==> config.mk <==
export PLATFORM = sky130hd
export DESIGN_NAME = dclk_pll_search
export DESIGN_NICKNAME = d
export VERILOG_FILES = /design/src/rtl/dclk_pll_search.sv
export SDC_FILE = /design/constraint.sdc
export NUM_CORES = 1
export LEC_CHECK = 0
export BUFFER_PORTS_ARGS = -buffer_cell sky130_fd_sc_hd__buf_2
export CAP_MARGIN = 5
export CORE_ASPECT_RATIO = 0.6
export CORE_MARGIN = 3
export CORE_UTILIZATION = 69
export DETAILED_ROUTE_END_ITERATION = 6
export PLACE_DENSITY_LB_ADDON = 0.1
export SETUP_SLACK_MARGIN = 0.1
export SKIP_CTS_REPAIR_TIMING = 1
export SLEW_MARGIN = 10
export SYNTH_ARGS = -nofsm -noshare
export SYNTH_HDL_FRONTEND = slang
export SYNTH_SLANG_ARGS = --single-unit
==> constraint.sdc <==
create_clock -name clk -period 10.9 [get_ports clk]
set_input_delay 0 -clock clk [delete_from_list [all_inputs] [get_ports clk]]
set_output_delay 0 -clock clk [all_outputs]
set_load 0.005 [all_outputs]
==> src/rtl/dclk_pll_search.sv <==
module dclk_pll_search #(
  parameter int unsigned REF_HZ    = 14318180,
  parameter int unsigned MIN_HZ    = 3125000,
  parameter int unsigned MAX_HZ    = 220000000,
  parameter int unsigned VCO_LO_HZ = 100000000,
  parameter int unsigned N_LO      = 3,
  parameter int unsigned N_HI      = 257,
  parameter int unsigned M_LO      = 3,
  parameter int unsigned M_HI      = 257,
  parameter int unsigned M_EXT_HI  = 1028,
  parameter int unsigned DIV_STEP  = 16
) (
  input  logic        clk,
  input  logic        rst_n,
  input  logic        start,
  input  logic [31:0] target_hz,
  output logic        busy,
  output logic        done,
  output logic        err,
  output logic [7:0]  m_code,
  output logic [7:0]  n_code,
  output logic [7:0]  div_code
);

  localparam int unsigned QMAX = (2 * VCO_LO_HZ > MAX_HZ ? 2 * VCO_LO_HZ : MAX_HZ) / REF_HZ + 1;
  localparam int MW = $clog2(N_HI * QMAX + 1);
  localparam int NW = $clog2(N_HI + 1);
  localparam logic [MW-1:0] M_LO_W  = MW'(M_LO);
  localparam logic [MW-1:0] M_HI_W  = MW'(M_HI);
  localparam logic [MW-1:0] M_EXT_W = MW'(M_EXT_HI);
  localparam logic [NW-1:0] N_LO_W  = NW'(N_LO);
  localparam logic [NW-1:0] N_HI_W  = NW'(N_HI);
  localparam logic [7:0]    EXT_MIN_CODE = 8'(((M_HI + 1) >> 2) - 2);

  typedef enum logic [2:0] {S_IDLE, S_NORM, S_QUOT, S_SRCH, S_FIN} st_t;

  st_t            st;
  logic [31:0]    f_q, rem_q, r_q, best_e;
  logic [7:0]     div_q;
  logic [MW-1:0]  quo_q, m_q, best_m;
  logic [NW-1:0]  n_q, best_n;

  logic           out_of_range, m_in, m_ext, take, wrap;
  logic [31:0]    cand_e, r_sum;
  logic [MW-1:0]  sel_m;

  assign busy = (st != S_IDLE);
  assign out_of_range = (target_hz > MAX_HZ) || (target_hz < MIN_HZ);

  assign m_in   = (m_q >= M_LO_W) && (m_q <= M_HI_W);
  assign m_ext  = (m_q > M_HI_W) && (m_q <= M_EXT_W);
  assign cand_e = m_in ? r_q : r_q + REF_HZ * {30'd0, m_q[1:0]};
  assign take   = (n_q >= N_LO_W) && (m_in || m_ext) && (cand_e < best_e);

  assign r_sum  = r_q + rem_q;
  assign wrap   = (r_sum >= REF_HZ);
  assign sel_m  = (best_m > M_HI_W) ? (best_m >> 2) : best_m;

  always_ff @(posedge clk or negedge rst_n) begin
    if (!rst_n) begin
      st       <= S_IDLE;
      f_q      <= '0;
      rem_q    <= '0;
      r_q      <= '0;
      best_e   <= '1;
      div_q    <= '0;
      quo_q    <= '0;
      m_q      <= '0;
      best_m   <= '0;
      n_q      <= '0;
      best_n   <= '0;
      done     <= 1'b0;
      err      <= 1'b0;
      m_code   <= '0;
      n_code   <= '0;
      div_code <= '0;
    end else begin
      done <= 1'b0;
      unique case (st)
        S_IDLE: begin
          if (start) begin
            if (out_of_range) begin
              err  <= 1'b1;
              done <= 1'b1;
            end else begin
              err   <= 1'b0;
              f_q   <= target_hz;
              div_q <= '0;
              st    <= S_NORM;
            end
          end
        end
        S_NORM: begin
          if (f_q < VCO_LO_HZ) begin
            f_q   <= {f_q[30:0], 1'b0};
            div_q <= div_q + 8'(DIV_STEP);
          end else begin
            rem_q <= f_q;
            quo_q <= '0;
            st    <= S_QUOT;
          end
        end
        S_QUOT: begin
          if (rem_q >= REF_HZ) begin
            rem_q <= rem_q - REF_HZ;
            quo_q <= quo_q + 1'b1;
          end else begin
            n_q    <= NW'(1);
            m_q    <= quo_q;
            r_q    <= rem_q;
            best_e <= '1;
            best_m <= '0;
            best_n <= '0;
            st     <= S_SRCH;
          end
        end
        S_SRCH: begin
          if (take) begin
            best_e <= cand_e;
            best_m <= m_q;
            best_n <= n_q;
          end
          n_q <= n_q + 1'b1;
          m_q <= m_q + quo_q + MW'(wrap);
          r_q <= wrap ? r_sum - REF_HZ : r_sum;
          if (n_q == N_HI_W) st <= S_FIN;
        end
        S_FIN: begin
          m_code   <= 8'(sel_m - MW'(2));
          n_code   <= 8'(best_n - NW'(2));
          div_code <= div_q | ((best_m > M_HI_W) ? 8'h00 : 8'h04);
          done     <= 1'b1;
          st       <= S_IDLE;
        end
        default: st <= S_IDLE;
      endcase
    end
  end


  reject_path_chk: assert property (@(posedge clk) disable iff (!rst_n)
    (start && !busy && out_of_range) |=> (done && err && !busy));


  done_pulse_chk: assert property (@(posedge clk) disable iff (!rst_n)
    done |=> !done);


  div_low_bits_chk: assert property (@(posedge clk) disable iff (!rst_n)
    (done && !err) |-> (div_code[3:0] == 4'h4 || div_code[3:0] == 4'h0));


  ext_code_chk: assert property (@(posedge clk) disable iff (!rst_n)
    (done && !err && !div_code[2]) |-> (m_code >= EXT_MIN_CODE));


  best_mono_chk: assert property (@(posedge clk) disable iff (!rst_n)
    (st == S_SRCH && $past(st) == S_SRCH) |-> (best_e <= $past(best_e)));


  start_ignored_chk: assert property (@(posedge clk) disable iff (!rst_n)
    (st == S_SRCH && start) |=> (st == S_SRCH || st == S_FIN));

endmodule

# ---- Word level (Yosys, flattened, before mapping)
# Cells that the tools add are included.
dict set report totals {
  input_bits 35
  word_cells 113
  out_inout_bits 27
  register_bits 221
}
dict set report op_classes {
  n_eq_ne 13
  order_cmp 12
  bitwise_logic 1
  n_reduce_logical 17
  mul 1
  add_sub_neg 11
  mux 42
}
# cell n
set op_table {}
lappend op_table {{$mux 32} 10}
lappend op_table {{$pmux 32 s2} 4}
lappend op_table {{$pmux 13 s2} 3}
lappend op_table {{$mux 13} 5}
lappend op_table {{$ge 32x24->1 const B} 2}
lappend op_table {{$sub 32x24->32 const B} 2}
lappend op_table {{$mux 8} 6}
lappend op_table {{$add 32x26->32} 1}
lappend op_table {{$add 32x32->32} 1}
lappend op_table {{$gt 32x28->1 const B} 1}
lappend op_table {{$lt 32x22->1 const B} 1}
lappend op_table {{$lt 32x27->1 const B} 1}
lappend op_table {{$lt 32x32->1} 1}
lappend op_table {{$pmux 8 s2} 2}
lappend op_table {{$gt 13x9->1 const B} 2}
lappend op_table {{$mul 22x2->24 const A} 1}
lappend op_table {{$mux 3} 6}
lappend op_table {{$pmux 9 s2} 1}
lappend op_table {{$ne 2x2->1 const B} 8}
lappend op_table {{$sub 8x2->8 const B} 2}
lappend op_table {{$add 13x1->13} 1}
lappend op_table {{$add 13x1->13 const B} 1}
lappend op_table {{$add 13x13->13} 1}
lappend op_table {{$ge 13x2->1 const B} 1}
lappend op_table {{other kinds (23)} 33}

# ---- Longest topological paths before layout
dict set report logic_depth {
  word_depth 7
  ltp_mapped 31
  ltp_nobuf 27
}

# ---- Worst setup path after synthesis
# No wires, ideal clock.
dict set report synth_timing {
  kind {reg2reg}
  startpoint {register r_q[0]}
  endpoint {register m_q[11]}
  setup_time_ns 0.135
  arrival_ns 5.459
  required_time_ns 10.765
  period_less_slack_ns 5.594
  path_stages_with_launch 28
  path_slack_ns 5.306
  path_cell_list {dfrtp_1 -> ha_1 -> inv_1 -> fa_1 -> nand2b_1 -> a21oi_1 -> o211ai_1 -> a31o_2 -> o21ai_0 -> xor2_1 -> or3b_4 -> nor4_2 -> and3_1 -> buf_6 -> inv_4 -> buf_6 -> fa_1 -> a21o_1 -> a21oi_1 -> o21ai_0 -> a21oi_1 -> o21ai_0 -> a21oi_1 -> o21ai_0 -> a2111o_1 -> o311a_1 -> xnor2_1 -> o21ai_0}
}
dict set report synth_via {
  elab_chain_len 4
}
# item line
set synth_lines {}
lappend synth_lines {{start: declaration} 38} ;# logic [31:0] f_q, rem_q, r_q, best_e;
lappend synth_lines {{start signal: assignment} 110} ;# r_q <= rem_q;
lappend synth_lines {{start signal: assignment} 125} ;# r_q <= wrap ? r_sum - REF_HZ : r_sum;
lappend synth_lines {{$add 32x32->32} 55} ;# assign r_sum = r_q + rem_q;
lappend synth_lines {{$ge 32x24->1} 56} ;# assign wrap = (r_sum >= REF_HZ);
lappend synth_lines {{$add 13x1->13} 124} ;# m_q <= m_q + quo_q + MW'(wrap);
lappend synth_lines {{$pmux 13 s2} 79} ;# unique case (st)
lappend synth_lines {{end signal: assignment} 109} ;# m_q <= quo_q;
lappend synth_lines {{end signal: assignment} 124}
lappend synth_lines {{end: declaration} 40} ;# logic [MW-1:0] quo_q, m_q, best_m;
# No other way between the ends.
# A chain may end at the register's enable or synchronous reset.

# ---- Worst setup path after layout
dict set report layout_timing {
  startpoint {register m_q[1]}
  endpoint {register best_n[0]}
}
dict set report layout_via {
  elab_chain_len 7
  elab_cells_between_ends 15
}
# item line
set layout_lines {}
lappend layout_lines {{$mul 22x2->24, or another cell as far along} 52} ;# assign cand_e = m_in ? r_q : r_q + REF_HZ * {30'd0, m_q[1:0]};
lappend layout_lines {{$add 32x26->32, or another cell as far along} 52}
lappend layout_lines {{$mux 32 or $logic_or 1x1->1 (tied branches)} {52, 53}}
lappend layout_lines {{$lt 32x32->1 or $logic_and 1x1->1 (tied branches)} 53} ;# assign take = (n_q >= N_LO_W) && (m_in || m_ext) && (cand_e < best_e);
lappend layout_lines {{$logic_and 1x1->1 (*)} 53}
lappend layout_lines {{$ne 2x2->1 (no source line) (*)} --}
lappend layout_lines {{$reduce_and 3->1 (no source line) (*)} --}
lappend layout_lines {{end signal: assignment} 121} ;# best_n <= n_q;
lappend layout_lines {{end: declaration} 41} ;# logic [NW-1:0] n_q, best_n;
# Every way passes the cells marked *; elsewhere a longest branch is shown, timed or not.

==> impl_metrics.json <==
{
  "clock_skew_ns": 0.02585,
  "clockBufferDepth": 3,
  "ys_ff_latch": 214,
  "clk_pin_slew_worst_paths_ns": 0.07,
  "worst_ep_required_time_ns": 11.32,
  "clkSinkCount": 214,
  "detail_route.vias_per_cell": 6.827,
  "final_antenna_net_count": 0,
  "crit_type": "flip-flop to flip-flop",
  "fmax_mhz": 135.4,
  "min_path_type": "input port to asynchronous set/reset pin",
  "cts_buffers": 22,
  "core_area_um2": 22490,
  "cp-start-kind": "flip-flop",
  "yosysWarnings": 0,
  "ioPinCount": 62,
  "synth-edff-count": 0,
  "synth.distinct_cells": 95,
  "cp-end-kind": "flip-flop",
  "synthTopCellsByCount": "nand2_1 (199), dfrtp_1 (182), nor2_1 (176)",
  "die_h_um": 124.5,
  "syn2layout_area_growth_pct": 9.466,
  "die_area_um2": 25340,
  "grtUsageTotal_pct": 37.86,
  "cp_top_family": "compound AO/OA/AOI/OAI gates",
  "synth_top_area_cell": "dfrtp_1",
  "synth.avg_cell_area_um2": 8.296,
  "yosysTopAreaCellShare_pct": 28.20,
  "num_vias": 15695,
  "syn_area_um2": 16150,
  "period_needed_ns": 7.384,
  "critical_path.cell_chain": "inv_1, ha_1, ha_1, a21oi_1, a2111oi_0, a211oi_1, o31a_1, nor2b_1, nor2_1, nor3b_1, xor2_1, ha_1, nand4_1, nor4_1, o21ai_0, o2111ai_1, nand4b_1, buf_4, a211oi_1, a31o_2",
  "syn_inst": 1947,
  "worst-path-buf-inv": 2,
  "status": "finished, final reports clean",
  "portBuffers": 58,
  "seq_area_frac_synth_pct": 33.40,
  "worst_pin_slew_ns": 1.181,
  "worstPathArrival_ns": 7.80,
  "synthFlopType": "dfrtp_1",
  "drtIter0Drc": 2388,
  "grt_overflow_total": 0,
  "hpwl_um": 35480,
  "period_share_pct": 67.74,
  "yosysMostFrequentCell": "nand2_1",
  "htree_levels": 1,
  "clock-root-buffer": "clkbuf_16",
  "drc": 0,
  "fp.dieW_um": 203.5,
  "rows": 42,
  "nets": 2126,
  "max_stage_delay_ns": 0.92,
  "diodes": 0,
  "wire_per_inst_um": 21.80,
  "start_util_pct": 71.81,
  "grt_pass1_vias": 14195,
  "grt_pass1_wl_um": 78090,
  "cp_max_fo": 94,
  "async_flop_share_pct": 100.0,
  "clk_latency_ns": 0.54,
  "wirelength_um": 50110,
  "crit_top_cell": "ha_1",
  "finalSetupViolCount": 0,
  "dr.pass1.iters": 6,
  "grt_start_max_net_pins": 95,
  "slowest_stage": "a2111oi_0",
  "setup_tns_ns": 0,
  "yosys-top-cells-area": "dfrtp_1 (28%), ha_1 (8.7%), dfstp_2 (5.2%), o21ai_0 (5.2%), a21oi_1 (5.1%)",
  "rsz0062_at_grt": "no",
  "finalMaxSlewViolations": 0,
  "cts_tree": "yes",
  "antenna_found_initial": 1,
  "layout-drive-gt1-share_pct": 10.95,
  "gp_congestion": 1.036,
  "maxSlewHeadroom_pct": 21.00,
  "hold_violations": 0,
  "maxCapViolations": 0
}
==> worst register-to-register path, cell delays in order (launching register included) <==
cell and delay (ns):
dfrtp_1 0.72, inv_1 0.30, ha_1 0.48, ha_1 0.35, a21oi_1 0.11, a2111oi_0 0.92
a211oi_1 0.29, o31a_1 0.41, nor2b_1 0.12, nor2_1 0.08, nor3b_1 0.26, xor2_1 0.34
ha_1 0.22, nand4_1 0.17, nor4_1 0.53, o21ai_0 0.33, o2111ai_1 0.19, nand4b_1 0.21
buf_4 0.73, a211oi_1 0.22, a31o_2 0.26
==> cells in the final DEF, fill, tap and decap left out, types with 16 or more instances in the layout <==
master / netlist / final
a21o_1: 24 / 24
a31oi_1: 47 / 47
dlygate4sd3_1: 0 / 30
mux2_2: 19 / 19
ha_1: 112 / 112
xnor2_1: 57 / 57
buf_4: 4 / 16
nor3_1: 46 / 45
nor2_1: 176 / 173
o211ai_1: 16 / 16
nand4_1: 26 / 26
mux2i_1: 41 / 41
xor2_1: 30 / 30
buf_2: 10 / 57
nand3_1: 61 / 61
inv_1: 90 / 90
nor4_1: 19 / 19
dfrtp_1: 182 / 182
nor2b_1: 25 / 25
dfstp_2: 32 / 32
a211oi_1: 25 / 24
a21oi_1: 163 / 163
clkbuf_16: 0 / 23
nand2b_1: 21 / 21
nand2_1: 199 / 199
and3_1: 35 / 35
o21ai_0: 168 / 168
==> per-layer routing <==
metal	GRT usage [%]	part of all wire (%)	vias up
li1	-	-	7111
met1	60.70	45	7474
met2	52.14	40	1001
met3	8.906	13	107
met4	6.632	2.2	2
met5	0	0.020	-
==> final cells by class <==
cell class,count,area [um2]
Timing Repair Buffer,104,720.7
Clock buffer,30,651.9
Fill cell,1545,4811
Sequential cell,214,5395
Multi-Input combinational cell,1542,10050
Inverter,91,344.1
Tap cell,308,385.4
Clock inverter,10,135.1
==> kinds of logic (layout without fill, tap and decap cells) <==
group                      count (synthesis)  count (layout)  synth area share [%]
adders and majority gates                116             116                 9.172
other                                      1               3               0.02322
AOI/OAI and AO/OA                        591             591                 23.29
and+or+nand+nor                          685             685                 20.68
muxes                                     60              60                 3.866
buffers and inverters                    193             235                 4.857
DFF                                      214             214                 33.40
xor gates and xnor gates                  87              87                 4.718
==> final timing paths <==
| check | slack [ns] | cells past startpoint | start | endpoint |
|---|---|---|---|---|
| setup / recovery | 3.52 | 20 | m_q[1]$_DFFE_PN0P_ | best_n[0]$_DFFE_PN0P_ |
| hold / removal | 0.04 | 2 | rst_n | div_code[7]$_DFFE_PN0P_ |
| setup reg to reg | 3.52 | 20 | m_q[1]$_DFFE_PN0P_ | best_n[0]$_DFFE_PN0P_ |
| hold reg to reg | 0.49 | 1 | m_code[7]$_DFFE_PN0P_ | m_code[7]$_DFFE_PN0P_ |
| max in group asynchronous | 8.63 | 4 | rst_n | r_q[24]$_DFFE_PN0P_ |
| min in group clk | 0.24 | 5 | target_hz[31] | done$_DFF_PN0_ |
==> state kept, by name (all words and copies together), names as in the netlist, 5 cells and up <==
name      flops
best_e       32
rem_q        32
n_q           9
best_n        8
n_code        8
div_code      5
m_code        8
quo_q        13
m_q          13
r_q          32
f_q          32
best_m       13
==> per-stage QoR <==
step	area (um2)	setup WS (ns)	utilization, %	hold WS, ns	instances
CTS	17380	3.775	77.27	-0.5590	2269
floorplan	16160	5.306	-	-0.2956	1949
detailed placement	16590	3.859	73.77	0.005703	2229
global route	17680	3.006	78.61	0.07731	2299
finish	17680	3.516	78.61	0.03551	2299
global placement	16590	3.953	73.77	-0.001620	2229
Power is left out: the tool's default activity adds up to more than one toggle a clock period on the data nets, which glitch-free logic cannot reach.
